--- src/rtl/uart_irq_pkg.sv ---
package uart_irq_pkg;

  localparam logic [2:0] ID_LS = 3'b011;
  localparam logic [2:0] ID_RD = 3'b010;
  localparam logic [2:0] ID_TO = 3'b110;
  localparam logic [2:0] ID_TX = 3'b001;
  localparam logic [2:0] ID_MS = 3'b000;

  typedef struct packed {
    logic ls;
    logic rd;
    logic to;
    logic tx;
    logic ms;
  } irq_src_t;

  // apply enable bits: [0] rx data/timeout, [1] tx, [2] line status, [3] modem
  function automatic irq_src_t mask_src(irq_src_t raw, logic [3:0] en);
    irq_src_t m;
    m.ls = raw.ls & en[2];
    m.rd = raw.rd & en[0];
    m.to = raw.to & en[0];
    m.tx = raw.tx & en[1];
    m.ms = raw.ms & en[3];
    return m;
  endfunction

  function automatic logic [2:0] rank_id(irq_src_t m);
    if (m.ls)      return ID_LS;
    else if (m.rd) return ID_RD;
    else if (m.to) return ID_TO;
    else if (m.tx) return ID_TX;
    else           return ID_MS;
  endfunction

  function automatic logic any_src(irq_src_t m);
    return m.ls | m.rd | m.to | m.tx | m.ms;
  endfunction

endpackage

--- src/rtl/uart_irq_timeout.sv ---
module uart_irq_timeout #(
  parameter int LVL_W    = 5,
  parameter int TO_CHARS = 4
) (
  input  logic             clk,
  input  logic             rst_n,
  input  logic             fifo_mode,
  input  logic [LVL_W-1:0] rx_level,
  input  logic             rx_push,
  input  logic             rx_pop,
  input  logic             char_tick,
  input  logic             buf_rd,
  output logic             to_flag,
  output logic             to_fire
);

  localparam int CNT_W = $clog2(TO_CHARS + 1);
  localparam logic [CNT_W-1:0] CNT_LAST = CNT_W'(TO_CHARS - 1);

  logic [CNT_W-1:0] cnt_q;
  logic             armed;
  logic             activity;

  assign armed    = fifo_mode && (rx_level != '0) && !to_flag;
  assign activity = rx_push || rx_pop;
  assign to_fire  = armed && char_tick && !activity && (cnt_q == CNT_LAST);

  always_ff @(posedge clk or negedge rst_n) begin
    if (!rst_n) begin
      cnt_q   <= '0;
      to_flag <= 1'b0;
    end else begin
      if (buf_rd || !fifo_mode || rx_level == '0) to_flag <= 1'b0;
      else if (to_fire)                           to_flag <= 1'b1;

      if (activity || !armed) cnt_q <= '0;
      else if (char_tick)     cnt_q <= to_fire ? '0 : cnt_q + 1'b1;
    end
  end

  AST_TO_NEEDS_FIFO: assert property (@(posedge clk) disable iff (!rst_n)
    $rose(to_flag) |-> $past(fifo_mode && rx_level != '0));
  AST_TO_RESTART: assert property (@(posedge clk) disable iff (!rst_n)
    (activity && !to_flag) |=> !to_flag);

endmodule

--- src/rtl/uart_irq_flags.sv ---
module uart_irq_flags #(
  parameter int LVL_W      = 5,
  parameter int FIFO_DEPTH = 16,
  parameter int ERR_W      = 4,
  parameter int MDM_W      = 4
) (
  input  logic             clk,
  input  logic             rst_n,
  input  logic             fifo_mode,
  input  logic [ERR_W-1:0] rx_err_bits,
  input  logic             rx_hold_full,
  input  logic [LVL_W-1:0] rx_level,
  input  logic [LVL_W-1:0] rx_trig,
  input  logic [LVL_W-1:0] tx_level,
  input  logic             thr_taken,
  input  logic [MDM_W-1:0] modem_delta,
  input  logic             lsr_rd,
  input  logic             msr_rd,
  input  logic             thr_wr,
  input  logic             iir_tx_rd,
  output logic             ls_flag,
  output logic             rd_cond,
  output logic             tx_flag,
  output logic             ms_flag,
  output logic             tx_set
);

  localparam logic [LVL_W-1:0] TX_HALF = LVL_W'(FIFO_DEPTH / 2);

  logic ls_set;
  logic ms_set;
  logic tx_half;
  logic tx_half_q;
  logic tx_clr;

  assign ls_set  = |rx_err_bits;
  assign ms_set  = |modem_delta;
  assign tx_half = (tx_level <= TX_HALF);
  assign tx_set  = fifo_mode ? (tx_half && !tx_half_q) : thr_taken;
  assign tx_clr  = thr_wr || iir_tx_rd;
  assign rd_cond = fifo_mode ? (rx_level >= rx_trig) : rx_hold_full;

  always_ff @(posedge clk or negedge rst_n) begin
    if (!rst_n) begin
      ls_flag   <= 1'b0;
      ms_flag   <= 1'b0;
      tx_flag   <= 1'b0;
      tx_half_q <= 1'b1;
    end else begin
      tx_half_q <= tx_half;
      if (ls_set)      ls_flag <= 1'b1;
      else if (lsr_rd) ls_flag <= 1'b0;
      if (ms_set)      ms_flag <= 1'b1;
      else if (msr_rd) ms_flag <= 1'b0;
      if (tx_set)      tx_flag <= 1'b1;
      else if (tx_clr) tx_flag <= 1'b0;
    end
  end

  AST_LS_CLEARS: assert property (@(posedge clk) disable iff (!rst_n)
    (lsr_rd && !ls_set) |=> !ls_flag);
  AST_MS_LATCH: assert property (@(posedge clk) disable iff (!rst_n)
    ms_set |=> ms_flag);
  AST_TX_CLEARS: assert property (@(posedge clk) disable iff (!rst_n)
    (thr_wr && !tx_set) |=> !tx_flag);

endmodule

--- src/rtl/uart_irq_prio.sv ---
module uart_irq_prio
  import uart_irq_pkg::*;
(
  input  logic       clk,
  input  logic       rst_n,
  input  irq_src_t   raw,
  input  logic [3:0] en,
  output logic [2:0] id,
  output logic       pending
);

  irq_src_t masked;

  assign masked  = mask_src(raw, en);
  assign id      = rank_id(masked);
  assign pending = any_src(masked);

  AST_LS_TOP: assert property (@(posedge clk) disable iff (!rst_n)
    (raw.ls && en[2]) |-> (id == ID_LS));
  AST_RD_OVER_TX: assert property (@(posedge clk) disable iff (!rst_n)
    (raw.rd && en[0] && !(raw.ls && en[2])) |-> (id == ID_RD));
  AST_IDLE_ZERO: assert property (@(posedge clk) disable iff (!rst_n)
    !pending |-> (id == ID_MS));

endmodule

--- src/rtl/uart_irq_ctrl.sv ---
module uart_irq_ctrl
  import uart_irq_pkg::*;
#(
  parameter int FIFO_DEPTH = 16,
  parameter int TO_CHARS   = 4,
  parameter int ERR_W      = 4,
  parameter int MDM_W      = 4,
  parameter int ADDR_W     = 3,
  parameter int LVL_W      = $clog2(FIFO_DEPTH + 1)
) (
  input  logic              clk,
  input  logic              rst_n,
  input  logic              fifo_mode,
  input  logic [ERR_W-1:0]  rx_err_bits,
  input  logic              rx_hold_full,
  input  logic [LVL_W-1:0]  rx_fifo_level,
  input  logic [LVL_W-1:0]  rx_trig_level,
  input  logic              rx_push,
  input  logic              rx_pop,
  input  logic              char_tick,
  input  logic [LVL_W-1:0]  tx_fifo_level,
  input  logic              thr_taken,
  input  logic [MDM_W-1:0]  modem_delta,
  input  logic [ADDR_W-1:0] reg_addr,
  input  logic              reg_wr,
  input  logic              reg_rd,
  input  logic [7:0]        reg_wdata,
  output logic [7:0]        reg_rdata,
  output logic              irq
);

  localparam logic [ADDR_W-1:0] A_BUF = ADDR_W'(0);
  localparam logic [ADDR_W-1:0] A_IER = ADDR_W'(1);
  localparam logic [ADDR_W-1:0] A_IIR = ADDR_W'(2);
  localparam logic [ADDR_W-1:0] A_LSR = ADDR_W'(5);
  localparam logic [ADDR_W-1:0] A_MSR = ADDR_W'(6);

  logic [3:0] ier_q;
  logic       buf_rd, lsr_rd, msr_rd, iir_rd, thr_wr, iir_tx_rd;
  logic       ls_flag, rd_cond, tx_flag, ms_flag, to_flag;
  logic       to_fire, tx_set;
  logic [2:0] iir_id;
  logic       pending;
  irq_src_t   raw;
  logic       unused_wdata_hi;

  assign unused_wdata_hi = ^{reg_wdata[7:4], to_fire, tx_set};

  assign buf_rd    = reg_rd && (reg_addr == A_BUF);
  assign lsr_rd    = reg_rd && (reg_addr == A_LSR);
  assign msr_rd    = reg_rd && (reg_addr == A_MSR);
  assign iir_rd    = reg_rd && (reg_addr == A_IIR);
  assign thr_wr    = reg_wr && (reg_addr == A_BUF);
  assign iir_tx_rd = iir_rd && pending && (iir_id == ID_TX);

  always_ff @(posedge clk or negedge rst_n) begin
    if (!rst_n)                            ier_q <= '0;
    else if (reg_wr && reg_addr == A_IER)  ier_q <= reg_wdata[3:0];
  end

  uart_irq_flags #(
    .LVL_W(LVL_W), .FIFO_DEPTH(FIFO_DEPTH), .ERR_W(ERR_W), .MDM_W(MDM_W)
  ) u_flags (
    .clk(clk), .rst_n(rst_n), .fifo_mode(fifo_mode),
    .rx_err_bits(rx_err_bits), .rx_hold_full(rx_hold_full),
    .rx_level(rx_fifo_level), .rx_trig(rx_trig_level),
    .tx_level(tx_fifo_level), .thr_taken(thr_taken),
    .modem_delta(modem_delta), .lsr_rd(lsr_rd), .msr_rd(msr_rd),
    .thr_wr(thr_wr), .iir_tx_rd(iir_tx_rd),
    .ls_flag(ls_flag), .rd_cond(rd_cond), .tx_flag(tx_flag),
    .ms_flag(ms_flag), .tx_set(tx_set)
  );

  uart_irq_timeout #(.LVL_W(LVL_W), .TO_CHARS(TO_CHARS)) u_timeout (
    .clk(clk), .rst_n(rst_n), .fifo_mode(fifo_mode),
    .rx_level(rx_fifo_level), .rx_push(rx_push), .rx_pop(rx_pop),
    .char_tick(char_tick), .buf_rd(buf_rd),
    .to_flag(to_flag), .to_fire(to_fire)
  );

  always_comb begin
    raw.ls = ls_flag;
    raw.rd = rd_cond;
    raw.to = to_flag;
    raw.tx = tx_flag;
    raw.ms = ms_flag;
  end

  uart_irq_prio u_prio (
    .clk(clk), .rst_n(rst_n), .raw(raw), .en(ier_q),
    .id(iir_id), .pending(pending)
  );

  assign irq = pending;

  always_comb begin
    case (reg_addr)
      A_IER:   reg_rdata = {4'b0000, ier_q};
      A_IIR:   reg_rdata = {4'b0000, iir_id, ~pending};
      default: reg_rdata = 8'h00;
    endcase
  end

  AST_IER_RSV_ZERO: assert property (@(posedge clk) disable iff (!rst_n)
    (reg_addr == A_IER) |-> (reg_rdata[7:4] == 4'h0));
  AST_IIR_RO: assert property (@(posedge clk) disable iff (!rst_n)
    (reg_wr && reg_addr == A_IIR) |=> $stable(ier_q));
  AST_TX_READ_CLEAR: assert property (@(posedge clk) disable iff (!rst_n)
    (iir_tx_rd && !tx_set) |=> !tx_flag);

endmodule

--- config.mk ---
export PLATFORM = sky130hd
export DESIGN_NAME = uart_irq_ctrl
export DESIGN_NICKNAME = d
export VERILOG_FILES = /design/src/rtl/uart_irq_pkg.sv /design/src/rtl/uart_irq_timeout.sv /design/src/rtl/uart_irq_flags.sv /design/src/rtl/uart_irq_prio.sv /design/src/rtl/uart_irq_ctrl.sv
export SDC_FILE = /design/constraint.sdc
export NUM_CORES = 1
export LEC_CHECK = 0
export BUFFER_PORTS_ARGS = -buffer_cell sky130_fd_sc_hd__buf_4
export CAP_MARGIN = 10
export CORE_AREA = 2 2 48 50
export CTS_BUF_LIST = sky130_fd_sc_hd__clkbuf_8
export CTS_CLUSTER_DIAMETER = 200
export DETAILED_ROUTE_END_ITERATION = 10
export DIE_AREA = 0 0 50 52
export PLACE_DENSITY = 0.89
export REMOVE_ABC_BUFFERS = 1
export SKIP_CTS_REPAIR_TIMING = 1
export SYNTH_ARGS = -nofsm -noshare
export SYNTH_HDL_FRONTEND = slang
export SYNTH_SLANG_ARGS = --single-unit
--- constraint.sdc ---
create_clock -name clk -period 2 [get_ports clk]
set_input_delay 0.3 -clock clk [delete_from_list [all_inputs] [get_ports clk]]
set_output_delay 0.3 -clock clk [all_outputs]
set_load 0.005 [all_outputs]
== Word level (Yosys, flattened, before mapping) ==
Cells that the tools add are included.

* Output and inout port bits: 9
* Bits in registers: 12
* Logic and storage cells: 78
* Bits of input ports: 44

* Add/sub/neg operators: 1
* Reductions and logical operators: 34
* Bitwise operators: 10
* Equal/unequal tests: 6
* Order comparisons: 2
* Multiplexer cells: 18

{| class="wikitable"
|+ Operator list
! cell !! number
|-
| 3-bit two-way mux || 6
|-
| 1-bit logical AND || 14
|-
| 1-bit two-way mux || 11
|-
| 2-bit nonzero test || 5
|-
| 4-bit case mux with 2 select lines || 1
|-
| 4-bit OR reduction || 2
|-
| 3-bit by 1-bit == test with 1-bit output (second input constant) || 2
|-
| 3-bit by 2-bit == test with 1-bit output (second input constant) || 2
|-
| 3-bit == test (second input constant) || 2
|-
| 1-bit AND || 5
|-
| 5-bit >= comparator || 1
|-
| 5-bit by 4-bit <= comparator with 1-bit output (second input constant) || 1
|-
| 1-bit logical NOT || 5
|-
| 5-bit logical NOT || 1
|-
| 1-bit logical OR || 5
|-
| 5-bit nonzero test || 1
|-
| 1-bit bitwise OR || 4
|-
| 3-bit by 1-bit adder with 3-bit output (second input constant) || 1
|-
| 3-bit logical NOT || 1
|-
| 1-bit NOT || 1
|}

== Longest topological paths before layout ==
* Depth in word-level cells: 12
* Depth in mapped cells: 7
* Depth with buffers taken out: 7

== By module ==
From an unflattened synthesis, not the netlist that was laid out.

* Cells, all modules: 104
* Area, all modules: 978.4 um^2

{| class="wikitable"
|+ Modules (own cells, without submodules)
! module !! sequential area each (um^2) !! area an instance (um^2) !! times used !! cells each
|-
| uart_irq_ctrl || 100.1 || 362.8 || 1 || 36
|-
| uart_irq_flags || 101.3 || 321.6 || 1 || 38
|-
| uart_irq_timeout || 100.1 || 245.2 || 1 || 23
|-
| uart_irq_prio || 0.0 || 48.8 || 1 || 7
|}

== Worst setup path before layout ==
No wires, ideal clock.

* Path type: input -> output
* Start point: input rx_trig_level[4]
* End point: output reg_rdata[3]
* Cell stages on the path: 7
* Slack: 0.230 ns
* Arrival: 1.470 ns
* Required time: 1.700 ns
* Cell sequence: inv_1 ha_1 nand2_1 a31oi_1 or4b_1 a2bb2oi_1 nor2_1

* Word-level cells in the longest chain between the ends: 6

{| class="wikitable"
|+ Ends and longest elaborated chain
! what !! RTL line !! RTL
|-
| from (decl) || uart_irq_ctrl.sv:17 || <nowiki>input logic [LVL_W-1:0] rx_trig_level,</nowiki>
|-
| 5-bit >= comparator || uart_irq_flags.sv:41 || <nowiki>assign rd_cond = fifo_mode ? (rx_level >= rx_trig) : rx_hold_full;</nowiki>
|-
| 1-bit two-way mux || uart_irq_flags.sv:41 ||
|-
| 1-bit AND || uart_irq_pkg.sv:21 || <nowiki>m.rd = raw.rd & en[0];</nowiki>
|-
| 3-bit two-way mux || uart_irq_pkg.sv:30 || <nowiki>else if (m.rd) return ID_RD;</nowiki>
|-
| 3-bit two-way mux || uart_irq_pkg.sv:29 || <nowiki>if (m.ls) return ID_LS;</nowiki>
|-
| 4-bit case mux with 2 select lines || uart_irq_ctrl.sv:97 || <nowiki>case (reg_addr)</nowiki>
|-
| to (decl) || uart_irq_ctrl.sv:28 || <nowiki>output logic [7:0] reg_rdata,</nowiki>
|}

Every way passes these cells.

== Worst setup path in the final report ==
* Start point: register ier_q[0]
* End point: output reg_rdata[3]

* Word-level cells in the longest chain between the ends: 5
* Elaborated cells on any way between the ends: 6
* Those cells by class: 4 x mux; 2 x bitwise

{| class="wikitable"
|+ Ends and longest elaborated chain
! what !! RTL line !! RTL
|-
| from (decl) || uart_irq_ctrl.sv:38 || <nowiki>logic [3:0] ier_q;</nowiki>
|-
| from (signal assigned) || uart_irq_ctrl.sv:58 || <nowiki>else if (reg_wr && reg_addr == A_IER) ier_q <= reg_wdata[3:0];</nowiki>
|-
| 1-bit AND || uart_irq_pkg.sv:22 || <nowiki>m.to = raw.to & en[0];</nowiki>
|-
| 3-bit two-way mux || uart_irq_pkg.sv:31 || <nowiki>else if (m.to) return ID_TO;</nowiki>
|-
| 3-bit two-way mux (*) || uart_irq_pkg.sv:30 ||
|-
| 3-bit two-way mux (*) || uart_irq_pkg.sv:29 ||
|-
| 4-bit case mux with 2 select lines (*) || uart_irq_ctrl.sv:97 ||
|}

Mark *: on every way between the ends. The rest lies on a longest branch, timed or not.

==> results list <==
- Aggregate negative setup slack: -0.0597 ns
* Synth top area share: between 30% and 40%
* Required time at the worst-slack endpoint: between 1.5 and 2 ns
- The checks that failed: setup timing.
- Boundary pin count: 53
* Largest net degree at the start of global routing: 13
- For this run, design rule violations remaining after detail routing come to 0.
- Clock-pin slew was measured on the worst setup and hold paths at 0.06 ns.
* # placed instances: about 180
- Buf/Inv on CP: 1
* Htree depth: 1
* Clock insertion delay at the later pin of the skew report: 0.25 ns
- The critical path goes through o21ai_2, a31oi_1, or4b_1, a2bb2oi_1, nor2_1, buf_4.
* Die boundary height: ~52 um
* Antenna Violating Nets Remaining: 0
- Total global-route track usage: 19.5%
- Based on the critical path, the design can be clocked at up to just under 0.5 GHz.
- Dominant delay contributor by cell family on the critical path: simple AND/OR/NAND/NOR gates
- In this run the static leakage power is between 0.6 and 0.7 nW.
- ANT cells: 0
* Share of cells above drive strength 1: 37.7%
- For the finished layout, the period the worst path requires is 2.06 ns.
- Number of antenna violations at the first check in global routing: 0
* Post-layout instance area: ~0.0013 mm^2
- Placer's final routability congestion estimate: a little over 0.8
- Setup CP Type: reg2out
* Final Net Count: 205
* Endpoints failing setup: 1
* Final cell count without fillers: 182
- Primary flip-flop cell chosen by synthesis mapping: sky130_fd_sc_hd__dfrtp_1
- Across all setup checks in the final design, the least slack found is -0.0597 ns.
- Layout area overhead: 49.4%
* Post-synth EDFFs: 0
- Type of element capturing the critical path: output pin
- Number of hold violations in the final report: 0
- Worst IR Drop VDD: between 0.4 and 0.5 mV
- Fillcell total: ~190
* Post-synth top area cell: sky130_fd_sc_hd__dfrtp_1
- Vias in the first global route: a little over 900
- Measured along the x axis, the die boundary spans roughly 50 um.
- In this run the worst hold path is classified as in2reg.
- Maxcap violations: 0
- Top library cells by usage in the layout, fill and taps aside: 46 x sky130_fd_sc_hd__buf_4, 12 x sky130_fd_sc_hd__nand2_1, 11 x sky130_fd_sc_hd__dfrtp_1, 9 x sky130_fd_sc_hd__inv_1, 9 x sky130_fd_sc_hd__nor2_1
- In the synthesized netlist the async set-or-reset flop fraction comes to 100%.
* Clock tree sinks: 12
- Worst path slowest cell: sky130_fd_sc_hd__or4b_1
* Maximum net fanout on the critical path: 4
- The first global-routing pass estimated roughly 3700 um of wire.
- After detailed routing, the number of vias per cell comes to 5.36.
* Peak per-stage delay on the critical path: around 0.54 ns
- Final count of pins violating max slew: 0
* Initial DRC Count: 22
- Detailed placer's ending HPWL: 1930 um
- Number of port buffers: 44
- The number of clock buffers added by TritonCTS is 3.
- Counting every instance in the synthesized netlist gives around 110.
- Starting density of the core: roughly 41%
* Total wire length after detailed routing: between 2000 and 2500 um
- The clock arrives with between 0.007 and 0.008 ns of skew.
* Area enclosed by the die boundary: roughly 0.0026 mm^2
* Number of optimization iterations in the first detailed-route pass: 4
- Arrival time at the worst endpoint: 1.76 ns
- Wire length per cell: 13.2 um
- Setup repair after global routing missed its margin: true
- The flow ran to the end, but the final reports show violations.
* Final worst-path cycle share: 103%
- Final core utilization: approximately 62%
- The floorplan has 17 rows.
- The total area inside the core boundary comes to 0.00211 mm^2.
- The library cell used most frequently in the layout, excluding fill and tap cells, is sky130_fd_sc_hd__buf_4.
- Syn Std Cell Area: 871 um^2
- Proportion of synthesized chip area in sequential cells: roughly 35%
- The routed layout has ~980 vias.
* Total power per unit cell area: 569 mW/mm^2
- Yosys warning count: 0
- Averaged over all synthesized cells, the footprint is ~8.3 um^2.
- Final hold slack: 0.175 ns
- The worst setup path is launched from a flop.
* Clock tree from TritonCTS: done
* Placed instance area: between 0.001 and 0.0015 mm^2
- Number of library cell types mapped by synthesis: 34
- The clock passes through at most 2 buffers.
- The synthesized design contains 12 register bits.
* Ranking of synthesized cells by area: sky130_fd_sc_hd__dfrtp_1 32%, sky130_fd_sc_hd__ha_1 8.6%, sky130_fd_sc_hd__nand2_1 5.2%
- CTS root buffer: sky130_fd_sc_hd__clkbuf_8
* Global route total overflow: 0
[power by group]
part | internal [mW] | switching, mW | total, mW
sequential | 0.266 | 0.0239 | 0.290
combinational | 0.123 | 0.0979 | 0.221
clock | 0.135 | 0.0942 | 0.230
[final timing paths]
path,startpoint,slack (ns),endpoint,cells past startpoint
max,ier_q[0],-0.06,reg_rdata[3],6
min,tx_fifo_level[4],0.18,u_flags.tx_half_q,2
max reg2reg,ier_q[0],0.62,u_flags.tx_flag,5
min reg2reg,u_flags.ls_flag,0.52,u_flags.ls_flag,2
max in group asynchronous,rst_n,1.33,u_flags.tx_half_q,2
min in group asynchronous,rst_n,0.43,ier_q[2],2
[worst register-to-register path, delay by kind of cell (launching register included)]
family          cells  cell delay [ns]
compound gates      3             0.31
flops               1             0.42
simple gates        2             0.51
[Yosys cell counts, drive strengths merged (2+ instances only)]
cell type and n:
nand3 2, nand2b 4, o32ai 2, o21ai 8, nand2 12, inv 9, mux2 3, ha 6
a31oi 3, or4 2, a21oi 5, nor2b 3, nor2 9, mux2i 2, nand4 2, buf 4
nor4 3, nor3 2, dfrtp 11
[routing by layer]
layer | track usage, % | vias to the layer above | share of wire, %
li1 | - | 467 | -
met1 | 20.8 | 440 | 35
met2 | 32.7 | 57 | 53
met3 | 4.89 | 12 | 7.9
met4 | 15.3 | 0 | 4.1
met5 | 0 | - | 0
[registers in the layout, summed over array words and instances (netlist names)]
register,cells
ier_q,4
u_timeout.cnt_q,3
u_flags.ls_flag,1
u_flags.ms_flag,1
u_flags.tx_flag,1
u_flags.tx_half_q,1
u_timeout.to_flag,1
[cell type report]
cell class	count	area, um^2	area share [%]
Tap cell	28	35.0	2.69
Sequential cell	12	302	23.2
Multi-Input combinational cell	82	531	40.8
Clock inverter	1	3.75	0.288
Clock buffer	3	41.3	3.17
Inverter	9	33.8	2.60
Timing Repair Buffer	47	355	27.3
[logic make-up after synthesis]
family,count (synthesis),share of synthesized area (%)
AOI/OAI and AO/OA,22,15.5
adders and majority gates,6,8.62
buffers and inverters,14,7.76
DFF,12,34.6
muxes,5,6.18
other,1,0.431
and+or+nand+nor,45,26.9
[through the flow]
stage | setup WS (ns) | total power, mW
finish | -0.0597 | 0.740
global route | -0.121 | 0.782
CTS | -0.147 | 0.737
global placement | -0.123 | 0.490
floorplan | 0.230 | 0.383
detailed placement | -0.139 | 0.503
Note: power is estimated with default switching activity, not from simulation.
